## config.mk

```make
export PLATFORM = sky130hd
export DESIGN_NAME = dsqrt_early
export DESIGN_NICKNAME = d
export VERILOG_FILES = /design/src/rtl/dsqrt_pkg.sv /design/src/rtl/dsqrt_classify.sv /design/src/rtl/dsqrt_digit_stage.sv /design/src/rtl/dsqrt_round.sv /design/src/rtl/dsqrt_early.sv
export SDC_FILE = /design/constraint.sdc
export NUM_CORES = 2
export LEC_CHECK = 0
export ABC_AREA = 1
export BUFFER_PORTS_ARGS = -buffer_cell sky130_fd_sc_hd__buf_2
export CAP_MARGIN = 20
export CORE_MARGIN = 4
export CORE_UTILIZATION = 50
export DETAILED_ROUTE_END_ITERATION = 10
export PLACE_DENSITY = 0.76
export REMOVE_ABC_BUFFERS = 1
export SLEW_MARGIN = 20
export SYNTH_ARGS = -nofsm -noshare
export SYNTH_HDL_FRONTEND = slang
export SYNTH_SLANG_ARGS = --single-unit
```

## constraint.sdc

```tcl
create_clock -name clk -period 9.1 [get_ports clk]
set_input_delay 2.275 -clock clk [delete_from_list [all_inputs] [get_ports clk]]
set_output_delay 2.275 -clock clk [all_outputs]
set_load 0.005 [all_outputs]
```

## src/rtl/dsqrt_pkg.sv

```systemverilog
package dsqrt_pkg;
  localparam int FP_W     = 64;
  localparam int EXP_W    = 11;
  localparam int FRAC_W   = 52;
  localparam int EXP_BIAS = 1023;

  localparam logic [FP_W-1:0] CANON_QNAN = 64'h7FF8_0000_0000_0000;

  // Result source chosen at accept time
  typedef enum logic [1:0] {
    P_SPECIAL = 2'd0,   // value fixed at accept (zero, inf, NaN, negative)
    P_POW4    = 2'd1,   // exponent halving only
    P_ROOT    = 2'd2    // digit recurrence plus rounding
  } path_e;
endpackage

```

## src/rtl/dsqrt_classify.sv

```systemverilog
module dsqrt_classify
  import dsqrt_pkg::*;
#(
  parameter int ROOT_BITS = 56
) (
  input  logic [FP_W-1:0]        op_i,
  output path_e                  path_o,
  output logic [FP_W-1:0]        spec_o,
  output logic                   inv_o,
  output logic [2*ROOT_BITS-1:0] rad_o,
  output logic [EXP_W-1:0]       rexp_o
);
  localparam int PAD = 2*ROOT_BITS - (FRAC_W + 2);

  logic              sgn;
  logic [EXP_W-1:0]  ex;
  logic [FRAC_W-1:0] fr;
  logic [5:0]        lz;
  logic signed [12:0] e_unb, e_even;
  logic [FRAC_W:0]   mant;
  logic [FRAC_W+1:0] mant2;
  logic              odd;
  logic              is_nan, is_inf, is_zero;

  assign sgn = op_i[FP_W-1];
  assign ex  = op_i[FP_W-2 -: EXP_W];
  assign fr  = op_i[FRAC_W-1:0];

  // leading-zero count of the fraction (only meaningful for subnormals)
  always_comb begin
    lz = 6'(FRAC_W);
    for (int i = 0; i < FRAC_W; i++) begin
      if (fr[i]) lz = 6'(FRAC_W - 1 - i);
    end
  end

  // normalized significand and unbiased exponent; odd exponent folds into the significand
  always_comb begin
    if (ex == '0) begin
      e_unb = -13'sd1023 - $signed({7'b0, lz});
      mant  = (53'(fr)) << (lz + 6'd1);
    end else begin
      e_unb = $signed({2'b0, ex}) - 13'sd1023;
      mant  = {1'b1, fr};
    end
    odd    = e_unb[0];
    mant2  = odd ? {mant, 1'b0} : {1'b0, mant};
    e_even = e_unb - $signed({12'b0, odd});
    rexp_o = EXP_W'((e_even >>> 1) + 13'sd1023);
    rad_o  = {mant2, {PAD{1'b0}}};
  end

  assign is_nan  = (&ex) & (|fr);
  assign is_inf  = (&ex) & ~(|fr);
  assign is_zero = ~(|ex) & ~(|fr);

  // special-case priority: NaN, zero, negative, infinity, power of four
  always_comb begin
    path_o = P_ROOT;
    spec_o = op_i;
    inv_o  = 1'b0;
    if (is_nan) begin
      path_o = P_SPECIAL;
      spec_o = {op_i[FP_W-1:FRAC_W], 1'b1, op_i[FRAC_W-2:0]};
      inv_o  = ~fr[FRAC_W-1];
    end else if (is_zero) begin
      path_o = P_SPECIAL;
    end else if (sgn) begin
      path_o = P_SPECIAL;
      spec_o = CANON_QNAN;
      inv_o  = 1'b1;
    end else if (is_inf) begin
      path_o = P_SPECIAL;
    end else if ((ex != '0) && (fr == '0) && !odd) begin
      path_o = P_POW4;
    end
  end
endmodule

```

## src/rtl/dsqrt_digit_stage.sv

```systemverilog
module dsqrt_digit_stage #(
  parameter int ROOT_BITS = 56,
  parameter int REM_W     = ROOT_BITS + 4
) (
  input  logic [REM_W-1:0]       rem_i,
  input  logic [ROOT_BITS-1:0]   q_i,
  input  logic [2*ROOT_BITS-1:0] rad_i,
  output logic [REM_W-1:0]       rem_o,
  output logic [ROOT_BITS-1:0]   q_o,
  output logic [2*ROOT_BITS-1:0] rad_o
);
  logic [REM_W+1:0] cand, trial;
  logic             ge;

  // restoring step: bring down two radicand bits, try root*4+1
  always_comb begin
    cand  = {rem_i, rad_i[2*ROOT_BITS-1 -: 2]};
    trial = {{(REM_W-ROOT_BITS){1'b0}}, q_i, 2'b01};
    ge    = (cand >= trial);
    rem_o = REM_W'(ge ? (cand - trial) : cand);
    q_o   = {q_i[ROOT_BITS-2:0], ge};
    rad_o = {rad_i[2*ROOT_BITS-3:0], 2'b00};
  end
endmodule

```

## src/rtl/dsqrt_round.sv

```systemverilog
module dsqrt_round
  import dsqrt_pkg::*;
#(
  parameter int ROOT_BITS = 56
) (
  input  logic [ROOT_BITS-1:0] q_i,
  input  logic                 rem_nz_i,
  input  logic [EXP_W-1:0]     exp_i,
  output logic [FP_W-1:0]      res_o,
  output logic                 inexact_o
);
  localparam int GPOS = ROOT_BITS - FRAC_W - 2;

  logic              guard, sticky, up;
  logic [FRAC_W:0]   fsum;
  logic              carry;

  always_comb begin
    guard     = q_i[GPOS];
    sticky    = (|q_i[GPOS-1:0]) | rem_nz_i;
    up        = guard & (sticky | q_i[GPOS+1]);
    fsum      = {1'b0, q_i[GPOS+FRAC_W:GPOS+1]} + {{FRAC_W{1'b0}}, up};
    carry     = fsum[FRAC_W] & q_i[ROOT_BITS-1];
    res_o     = {1'b0, exp_i + {{(EXP_W-1){1'b0}}, carry}, fsum[FRAC_W-1:0]};
    inexact_o = guard | sticky;
  end
endmodule

```

## src/rtl/dsqrt_early.sv

```systemverilog
module dsqrt_early
  import dsqrt_pkg::*;
#(
  parameter int ROOT_BITS      = 56,
  parameter int BITS_PER_CYCLE = 4,
  parameter int LAT_FAST       = 13,
  parameter int LAT_SLOW       = 18
) (
  input  logic            clk,
  input  logic            rst_n,
  input  logic            in_valid,
  output logic            in_ready,
  input  logic [FP_W-1:0] in_op,
  output logic            out_done,
  output logic [FP_W-1:0] out_res,
  output logic            out_invalid,
  output logic            out_inexact
);
  localparam int ITER  = ROOT_BITS / BITS_PER_CYCLE;
  localparam int REM_W = ROOT_BITS + 4;
  localparam int RAD_W = 2 * ROOT_BITS;
  localparam int CW    = $clog2(LAT_SLOW + 1);
  localparam int IW    = $clog2(ITER + 1);

  // reset: asserted asynchronously, released on the clock
  logic [1:0] rsync_q;
  logic       arst_n;
  always_ff @(posedge clk or negedge rst_n) begin
    if (!rst_n) rsync_q <= 2'b00;
    else        rsync_q <= {rsync_q[0], 1'b1};
  end
  assign arst_n = rsync_q[1];

  // state
  logic               busy_q, busy_d;
  logic               fast_q;
  logic [CW-1:0]      cnt_q, cnt_d;
  path_e              path_q;
  logic [FP_W-1:0]    spec_q;
  logic               inv_q;
  logic [EXP_W-1:0]   exp_q;
  logic [RAD_W-1:0]   rad_q;
  logic [REM_W-1:0]   rem_q;
  logic [ROOT_BITS-1:0] q_q;
  logic [IW-1:0]      it_q;

  // classification of the incoming operand
  path_e              c_path;
  logic [FP_W-1:0]    c_spec;
  logic               c_inv;
  logic [RAD_W-1:0]   c_rad;
  logic [EXP_W-1:0]   c_exp;

  dsqrt_classify #(.ROOT_BITS(ROOT_BITS)) u_classify (
    .op_i  (in_op),
    .path_o(c_path),
    .spec_o(c_spec),
    .inv_o (c_inv),
    .rad_o (c_rad),
    .rexp_o(c_exp)
  );

  // recurrence: BITS_PER_CYCLE digit stages chained per cycle
  logic [REM_W-1:0]     rem_c [BITS_PER_CYCLE+1];
  logic [ROOT_BITS-1:0] q_c   [BITS_PER_CYCLE+1];
  logic [RAD_W-1:0]     rad_c [BITS_PER_CYCLE+1];

  assign rem_c[0] = rem_q;
  assign q_c[0]   = q_q;
  assign rad_c[0] = rad_q;

  for (genvar g = 0; g < BITS_PER_CYCLE; g++) begin : g_stage
    dsqrt_digit_stage #(.ROOT_BITS(ROOT_BITS), .REM_W(REM_W)) u_stage (
      .rem_i(rem_c[g]),
      .q_i  (q_c[g]),
      .rad_i(rad_c[g]),
      .rem_o(rem_c[g+1]),
      .q_o  (q_c[g+1]),
      .rad_o(rad_c[g+1])
    );
  end

  logic [FP_W-1:0] rnd_res;
  logic            rnd_inexact;

  dsqrt_round #(.ROOT_BITS(ROOT_BITS)) u_round (
    .q_i      (q_q),
    .rem_nz_i (|rem_q),
    .exp_i    (exp_q),
    .res_o    (rnd_res),
    .inexact_o(rnd_inexact)
  );

  // next-state
  logic accept, lat_hit, step_en;

  always_comb begin
    in_ready = arst_n & ~busy_q;
    accept   = in_valid & in_ready;
    lat_hit  = (cnt_q == (fast_q ? CW'(LAT_FAST) : CW'(LAT_SLOW)));
    out_done = busy_q & lat_hit;
    step_en  = busy_q & (path_q == P_ROOT) & (it_q != IW'(ITER));
    busy_d   = accept ? 1'b1 : (out_done ? 1'b0 : busy_q);
    cnt_d    = accept ? CW'(1) : (busy_q ? cnt_q + CW'(1) : cnt_q);
  end

  // registers
  always_ff @(posedge clk or negedge arst_n) begin
    if (!arst_n) begin
      busy_q <= 1'b0;
      cnt_q  <= '0;
      fast_q <= 1'b0;
      path_q <= P_SPECIAL;
      spec_q <= '0;
      inv_q  <= 1'b0;
      exp_q  <= '0;
      rad_q  <= '0;
      rem_q  <= '0;
      q_q    <= '0;
      it_q   <= '0;
    end else begin
      busy_q <= busy_d;
      cnt_q  <= cnt_d;
      if (accept) begin
        fast_q <= (c_path != P_ROOT);
        path_q <= c_path;
        spec_q <= c_spec;
        inv_q  <= c_inv;
        exp_q  <= c_exp;
        rad_q  <= c_rad;
        rem_q  <= '0;
        q_q    <= '0;
        it_q   <= '0;
      end else if (step_en) begin
        rad_q  <= rad_c[BITS_PER_CYCLE];
        rem_q  <= rem_c[BITS_PER_CYCLE];
        q_q    <= q_c[BITS_PER_CYCLE];
        it_q   <= it_q + IW'(1);
      end
    end
  end

  // outputs, qualified by the done strobe
  always_comb begin
    out_res     = '0;
    out_invalid = 1'b0;
    out_inexact = 1'b0;
    if (out_done) begin
      unique case (path_q)
        P_ROOT:  out_res = rnd_res;
        P_POW4:  out_res = {1'b0, exp_q, {FRAC_W{1'b0}}};
        default: out_res = spec_q;
      endcase
      out_invalid = inv_q;
      out_inexact = (path_q == P_ROOT) & rnd_inexact;
    end
  end

  // assertions
  a_r1_accept_needs_valid: assert property (@(posedge clk) disable iff (!arst_n)
    $rose(busy_q) |-> $past(in_valid));

  a_r1_ready_after_done: assert property (@(posedge clk) disable iff (!arst_n)
    out_done |=> in_ready);

  a_r3_root_iterations_done: assert property (@(posedge clk) disable iff (!arst_n)
    (out_done && path_q == P_ROOT) |-> (it_q == IW'(ITER)));

  a_r9_invalid_is_nan: assert property (@(posedge clk) disable iff (!arst_n)
    (out_done && out_invalid) |-> ((&out_res[62:52]) && out_res[51]));

  a_r5_root_exp_normal: assert property (@(posedge clk) disable iff (!arst_n)
    (out_done && path_q == P_ROOT) |->
      (!out_res[63] && (out_res[62:52] != '0) && !(&out_res[62:52])));

  a_r12_operand_held: assert property (@(posedge clk) disable iff (!arst_n)
    (busy_q && $past(busy_q)) |-> ($stable(exp_q) && $stable(path_q) && $stable(spec_q)));
endmodule

```

# Word level (Yosys, flattened, before mapping)
# Cells that the tools add are included.
[classes] n_addsub=13 magnitude_cmp=4 n_eq_ne=5 shift=1 n_mux=87 bitwise_logic=18 reduce_logical=14
[op_table] op="2-to-1 mux 60 bit" n=6
[op_table] op="2-to-1 mux 6 bit" n=51
[op_table] op="greater-or-equal comparator 62 x 58 -> 1 bit" n=4
[op_table] op="subtractor 60 x 58 -> 60 bit" n=4
[op_table] op="2-to-1 mux 112 bit" n=2
[op_table] op="2-to-1 mux 64 bit" n=3
[op_table] op="case mux 64 bit (2 select lines)" n=1
[op_table] op="2-to-1 mux 56 bit" n=2
[op_table] op="2-to-1 mux 63 bit" n=1
[op_table] op="OR reduction 60 bit" n=1
[op_table] op="2-to-1 mux 54 bit" n=1
[op_table] op="adder 52 x 1 -> 53 bit" n=1
[op_table] op="2-to-1 mux 53 bit" n=1
[op_table] op="<< shifter 52 x 6 -> 53 bit" n=1
[op_table] op="logical NOT 52 bit" n=1
[op_table] op="OR reduction 52 bit" n=1
[op_table] op="2-to-1 mux 5 bit" n=3
[op_table] op="2-to-1 mux 12 bit" n=1
[op_table] op="subtractor 11 x 10 -> 12 bit (second input constant)" n=1
[op_table] op="subtractor 11 x 7 -> 12 bit (first input constant)" n=1
[op_table] op="subtractor 12 x 2 -> 12 bit" n=1
[op_table] op="adder 11 x 1 -> 11 bit" n=1
[op_table] op="adder 11 bit (second input constant)" n=1
[op_table] op="AND 1 bit" n=11
[op_table] op="22 further kinds" n=41
[word_totals] reg_bits=319 word_cells=154

# Depth between registers and ports, before layout
[logic_depth] word_depth=62 depth_mapped=77 mapped_depth_nobuf=71

# Hierarchy
# A second synthesis with hierarchy kept.
[unflattened] hier_cells=10189 area_unflattened_um2=53811.6
[by_module_without_submodules] module="dsqrt_digit_stage" n_inst=4 cells_per_inst=1612 area_each_um2=7677.4 seq_area_each_um2=0.0
[by_module_without_submodules] module="dsqrt_early" n_inst=1 cells_per_inst=1983 area_each_um2=14789.2 seq_area_each_um2=7982.7
[by_module_without_submodules] module="dsqrt_classify" n_inst=1 cells_per_inst=1387 area_each_um2=6491.2 seq_area_each_um2=0.0
[by_module_without_submodules] module="dsqrt_round" n_inst=1 cells_per_inst=371 area_each_um2=1821.7 seq_area_each_um2=0.0

# Worst setup path after synthesis
# OpenSTA, ideal clock, no wires.
[synth_timing] path_kind="reg2reg" startpoint="reg q_q[0]" endpoint="reg rem_q[40]" arrival_ns=9.796 t_required_ns=8.983 path_slack_ns=-0.813 path_stages_with_launch=69 n_path_buf=4 path_cell_list="dfrtp_1 -> inv_1 -> ha_1 -> o21ai_0 -> nand2_1 -> nand2_1 -> o211ai_2 -> a21boi_2 -> o21ai_2 -> a21boi_1 -> o21ai_2 -> a21boi_2 -> inv_1 -> a21oi_1 -> o21ai_0 -> a21oi_1 -> o31ai_1 -> a21oi_1 -> [33 not listed] -> nand2_1 -> nand2_1 -> nand2_1 -> inv_1 -> ha_1 -> nand2_1 -> nor2_1 -> inv_1 -> nor2_1 -> inv_1 -> nor4_1 -> nand2_4 -> nand2_8 -> buf_12 -> buf_6 -> nand2_1 -> nand3_1 -> nand2_1"
[synth_via] elab_chain_cells=10 elab_cells_between_ends=14
[synth_rtl] item="start, declared" line_no="dsqrt_early.sv:44" rtl="logic [ROOT_BITS-1:0] q_q;"
[synth_rtl] item="start signal, assigned" line_no="dsqrt_early.sv:137" rtl="q_q <= q_c[BITS_PER_CYCLE];"
[synth_rtl] item="subtractor 60 x 58 -> 60 bit / greater-or-equal comparator 62 x 58 -> 1 bit (equally long branches)" line_no="dsqrt_digit_stage.sv:20, dsqrt_digit_stage.sv:19"
[synth_rtl] item="2-to-1 mux 60 bit" line_no="dsqrt_digit_stage.sv:20" rtl="rem_o = REM_W'(ge ? (cand - trial) : cand);"
[synth_rtl] item="subtractor 60 x 58 -> 60 bit / greater-or-equal comparator 62 x 58 -> 1 bit (equally long branches)" line_no="dsqrt_digit_stage.sv:20, dsqrt_digit_stage.sv:19"
[synth_rtl] item="2-to-1 mux 60 bit" line_no="dsqrt_digit_stage.sv:20"
[synth_rtl] item="subtractor 60 x 58 -> 60 bit / greater-or-equal comparator 62 x 58 -> 1 bit (equally long branches)" line_no="dsqrt_digit_stage.sv:20, dsqrt_digit_stage.sv:19"
[synth_rtl] item="2-to-1 mux 60 bit" line_no="dsqrt_digit_stage.sv:20"
[synth_rtl] item="subtractor 60 x 58 -> 60 bit / greater-or-equal comparator 62 x 58 -> 1 bit (equally long branches)" line_no="dsqrt_digit_stage.sv:20, dsqrt_digit_stage.sv:19"
[synth_rtl] item="2-to-1 mux 60 bit *" line_no="dsqrt_digit_stage.sv:20"
[synth_rtl] item="2-to-1 mux 60 bit *" line_no="dsqrt_early.sv:134" rtl="end else if (step_en) begin"
[synth_rtl] item="2-to-1 mux 60 bit *" line_no="dsqrt_early.sv:124" rtl="if (accept) begin"
[synth_rtl] item="end signal, assigned" line_no="dsqrt_early.sv:136" rtl="rem_q <= rem_c[BITS_PER_CYCLE];"
[synth_rtl] item="end, declared" line_no="dsqrt_early.sv:43" rtl="logic [REM_W-1:0] rem_q;"
# Every way passes the cells marked *; elsewhere a longest branch is shown, timed or not. The select of a mux whose other input is x is not followed.
# A chain may end at the register's enable or synchronous reset.

# Worst setup path after layout
[layout_timing] startpoint="reg rem_q[1]" endpoint="reg rem_q[42]"
[layout_via] elab_chain_cells=10 elab_cells_between_ends=14
[layout_rtl] item="subtractor 60 x 58 -> 60 bit / greater-or-equal comparator 62 x 58 -> 1 bit (equally long branches)" line_no="dsqrt_digit_stage.sv:20, dsqrt_digit_stage.sv:19"
[layout_rtl] item="2-to-1 mux 60 bit" line_no="dsqrt_digit_stage.sv:20"
[layout_rtl] item="subtractor 60 x 58 -> 60 bit / greater-or-equal comparator 62 x 58 -> 1 bit (equally long branches)" line_no="dsqrt_digit_stage.sv:20, dsqrt_digit_stage.sv:19"
[layout_rtl] item="2-to-1 mux 60 bit" line_no="dsqrt_digit_stage.sv:20"
[layout_rtl] item="subtractor 60 x 58 -> 60 bit / greater-or-equal comparator 62 x 58 -> 1 bit (equally long branches)" line_no="dsqrt_digit_stage.sv:20, dsqrt_digit_stage.sv:19"
[layout_rtl] item="2-to-1 mux 60 bit" line_no="dsqrt_digit_stage.sv:20"
[layout_rtl] item="subtractor 60 x 58 -> 60 bit / greater-or-equal comparator 62 x 58 -> 1 bit (equally long branches)" line_no="dsqrt_digit_stage.sv:20, dsqrt_digit_stage.sv:19"
[layout_rtl] item="2-to-1 mux 60 bit *" line_no="dsqrt_digit_stage.sv:20"
[layout_rtl] item="2-to-1 mux 60 bit *" line_no="dsqrt_early.sv:134"
[layout_rtl] item="2-to-1 mux 60 bit *" line_no="dsqrt_early.sv:124"
# Marks and branches as above.

==> results.cfg <==
[status]
outcome = finished, violations left
violations = setup timing

[synth]
synth.distinct_cells = 75
synth_xor_xnor_area_share_pct = 5.06
synth-simple-area-share_pct = 35.3
ys_ff_latch = 261
synthTopCellsByCount = 1402 x nand2_1, 738 x inv_1, 721 x nand3_1
synth_top_area_cell = dfrtp_1
synth_edf_count = 0
syn-instance-count = 5801
syn-cell-area_um2 = 34800
syn_area_per_cell_um2 = 6.00
yosysSeqAreaShare_pct = 18.8
synthMuxAreaShare_pct = 0
synth_ff_type = dfrtp_1
yosys_warnings = 0
synth_top_family_by_area = simple AND/OR/NAND/NOR gates
synth_compound_area_share_pct = 21.4
yosysMostFrequentCell = nand2_1
synth_area_leaders = dfrtp_1 19%, nand2_1 15%, nand3_1 10%
netlist.area_leader.share_pct = 18.8
synthAdderAreaFrac_pct = 8.92
async_flop_share_pct = 100

[hold_path]
holdPathEnd = rsync_q[1]$_DFF_PN0_
min_path_cells = 0
hold_start = rsync_q[0]$_DFF_PN0_
hold_path_class = reg2reg

[floorplanning]
die_w_um = 272
rows = 96
initial_core_util_pct = 50.5
io_pins = 135
core_area_um2 = 68800
dieArea_um2 = 73800
die_y_um = 272

[clocking]
worstSkewPairLatency_ps = 600
htreeDepth = 2
root_buffer = clkbuf_16
clock_sinks = 261
cts_hold_buf = 0
cts_made_buffers = 34
clk_pin_slew_ps = 60
clk_path_buf_depth = 3
cts_tree = yes

[cells_and_area]
final_cell_count_no_fill = 8251
seqCellArea_um2 = 6550
nFillCells = 5562
syn2layout_area_growth_pct = 47.5
drive_above_1_share_pct = 30.8
fin_nets = 7604
multi_input_area_um2 = 26900

[sta]
min_period_ps = 10400
final.setup.tns_ps = -77360
drv_slew = 0
clock_skew_ps = 25.8
rsz0062_at_grt = yes
relSlewSlack_pct = 29.6
setup_ws_ps = -1300
hold_violations = 0
hold_ws_ps = 355
fmax_mhz = 96.2
finalSetupViolCount = 73
worst-slew-pin-transition_ps = 1050
fin_crit_sh_pct = 114

[global_routing]
grt_antenna_before_repair = 8
grt_max_degree = 147
grt-ovfl-total = 0
grt_pass1_wl_mm = 270
grt_use_total_pct = 47.1
grt_pass1_vias = 47600

[placement]
dpl.hpwl_mm = 143
portBuffers = 134
post-place-ws_ps = -2230
gp_congestion = 1.08
placedCellCount = 8108

[worst_setup_path]
cp_slowest_stage_delay_ps = 410
crit_top_cell = nand2_1
startpoint_type = flop
r2r_start = rem_q[1]$_DFFE_PN0P_
criticalPathCategory = reg2reg
ff2ff_setup_slack_ps = -1300
r2r-end = rem_q[42]$_DFFE_PN0P_
worstPathMaxFanout = 11
crit_slowest_cell = dfrtp_1
ff2ff_path_depth = 65
crit_arrival_ps = 10860
endpoint_kind = flop
crit_required_ps = 9560

[routing]
drc = 0
drtAntennaViolNets = 0
wl_mm = 185
viasPerCell = 6.01
drt_iter0_drc = 6018
wl_per_cell_um = 22.4
drt-pass1-iter-count = 8
vias = 49600

[flow_run]
cap_violations = 0
-- cell usage in the layout (no fill, tap or decap), types with 13 or more instances in the layout --
master,netlist,layout
buf_4,12,1458
nand2_1,1402,1342
inv_1,738,720
nand3_1,721,687
nor2_1,472,398
o21ai_0,476,346
a21oi_1,400,315
dfrtp_1,261,252
ha_1,248,200
o22ai_1,137,135
buf_2,14,134
xnor2_1,125,122
o21ai_1,19,90
a21oi_2,1,78
xor2_1,74,73
nor2_2,3,69
nand2_2,15,66
o21ai_2,12,60
o21a_1,57,56
nand4_1,51,51
nor4_1,55,45
ha_4,0,45
nor3_1,49,41
or2_2,40,39
clkbuf_16,0,37
nand3_2,3,34
a31oi_1,38,32
buf_12,1,28
a21o_1,24,24
inv_2,6,21
o211ai_1,17,17
a22oi_1,14,14
buf_6,3,13
-- critical path: cells and delay by family (launching register included) --
kind,cells,cell delay [ps]
flip-flops,1,410
buffers and inverters,13,1760
adder cells (fa/ha/maj),4,1250
AO/OA/AOI/OAI,9,1580
AND/OR/NAND/NOR,38,5060
XOR/XNOR,1,150
-- metal layers --
layer	routed length, um	track usage (%)	part of all wire [%]
met5	28	0	0.015
met4	16700	32.3	9.0
met3	21500	11.2	12
met2	80200	74.6	43
met1	66600	56.8	36
-- per-stage QoR --
stage	area (um2)	utilization, %
after floorplan	33900	-
after global placement	46900	68.1
after detailed placement	46900	68.1
after CTS	49900	72.5
after global routing	51300	74.6
final	51300	74.6
-- cell families (layout without fill, tap and decap cells) --
kind of cell,count (synthesis),after routing
xor gates and xnor gates,200,200
AOI/OAI and AO/OA,1299,1299
buffers and inverters,946,2459
and+or+nand+nor,2846,2847
DFF,261,261
other,1,6
adders and majority gates,248,248
-- area by class of cell --
class | instances | area share (%)
flip-flops and latches | 261 | 12.8
multi-input cells | 4595 | 52.4
inverters | 749 | 5.51
clock inverters | 17 | 0.483
clock buffers | 45 | 1.84
well taps | 931 | 2.27
diodes | 5 | 0.0244
repair buffers | 1648 | 24.8
-- state kept, by name, indices dropped and copies added (netlist names) --
name	cells
inv_q	1
busy_q	1
rsync_q	2
path_q	2
spec_q	64
it_q	4
exp_q	11
q_q	56
rad_q	54
fast_q	1
cnt_q	5
rem_q	60
-- timing repair --
| action | 4_1_cts | 5_1_grt |
|---|---|---|
| pin swaps | 76 | 65 |
| endpoints found under the setup margin | 78 | 90 |
| buffers inserted | 38 | 26 |
| gates cloned | 9 | 4 |
| resized for setup | 377 | 279 |
-- worst max-delay path by stage --
stage	depth (start not counted)	slack [ps]	start	endpoint
finish	65	-1300	rem_q[1]$_DFFE_PN0P_	rem_q[42]$_DFFE_PN0P_
global route	72	-1720	rem_q[1]$_DFFE_PN0P_	rem_q[11]$_DFFE_PN0P_
CTS	50	-1080	rem_q[48]$_DFFE_PN0P_	out_res[62]
detailed placement	65	-2230	q_q[0]$_DFFE_PN0P_	rem_q[4]$_DFFE_PN0P_
global placement	65	-1970	q_q[0]$_DFFE_PN0P_	rem_q[4]$_DFFE_PN0P_
floorplan	64	-2310	in_op[1]	rad_q[75]$_DFFE_PN0P_
Power is not shown: default switching activity piles up to over one toggle a cycle in this logic, so the estimate is an artifact.
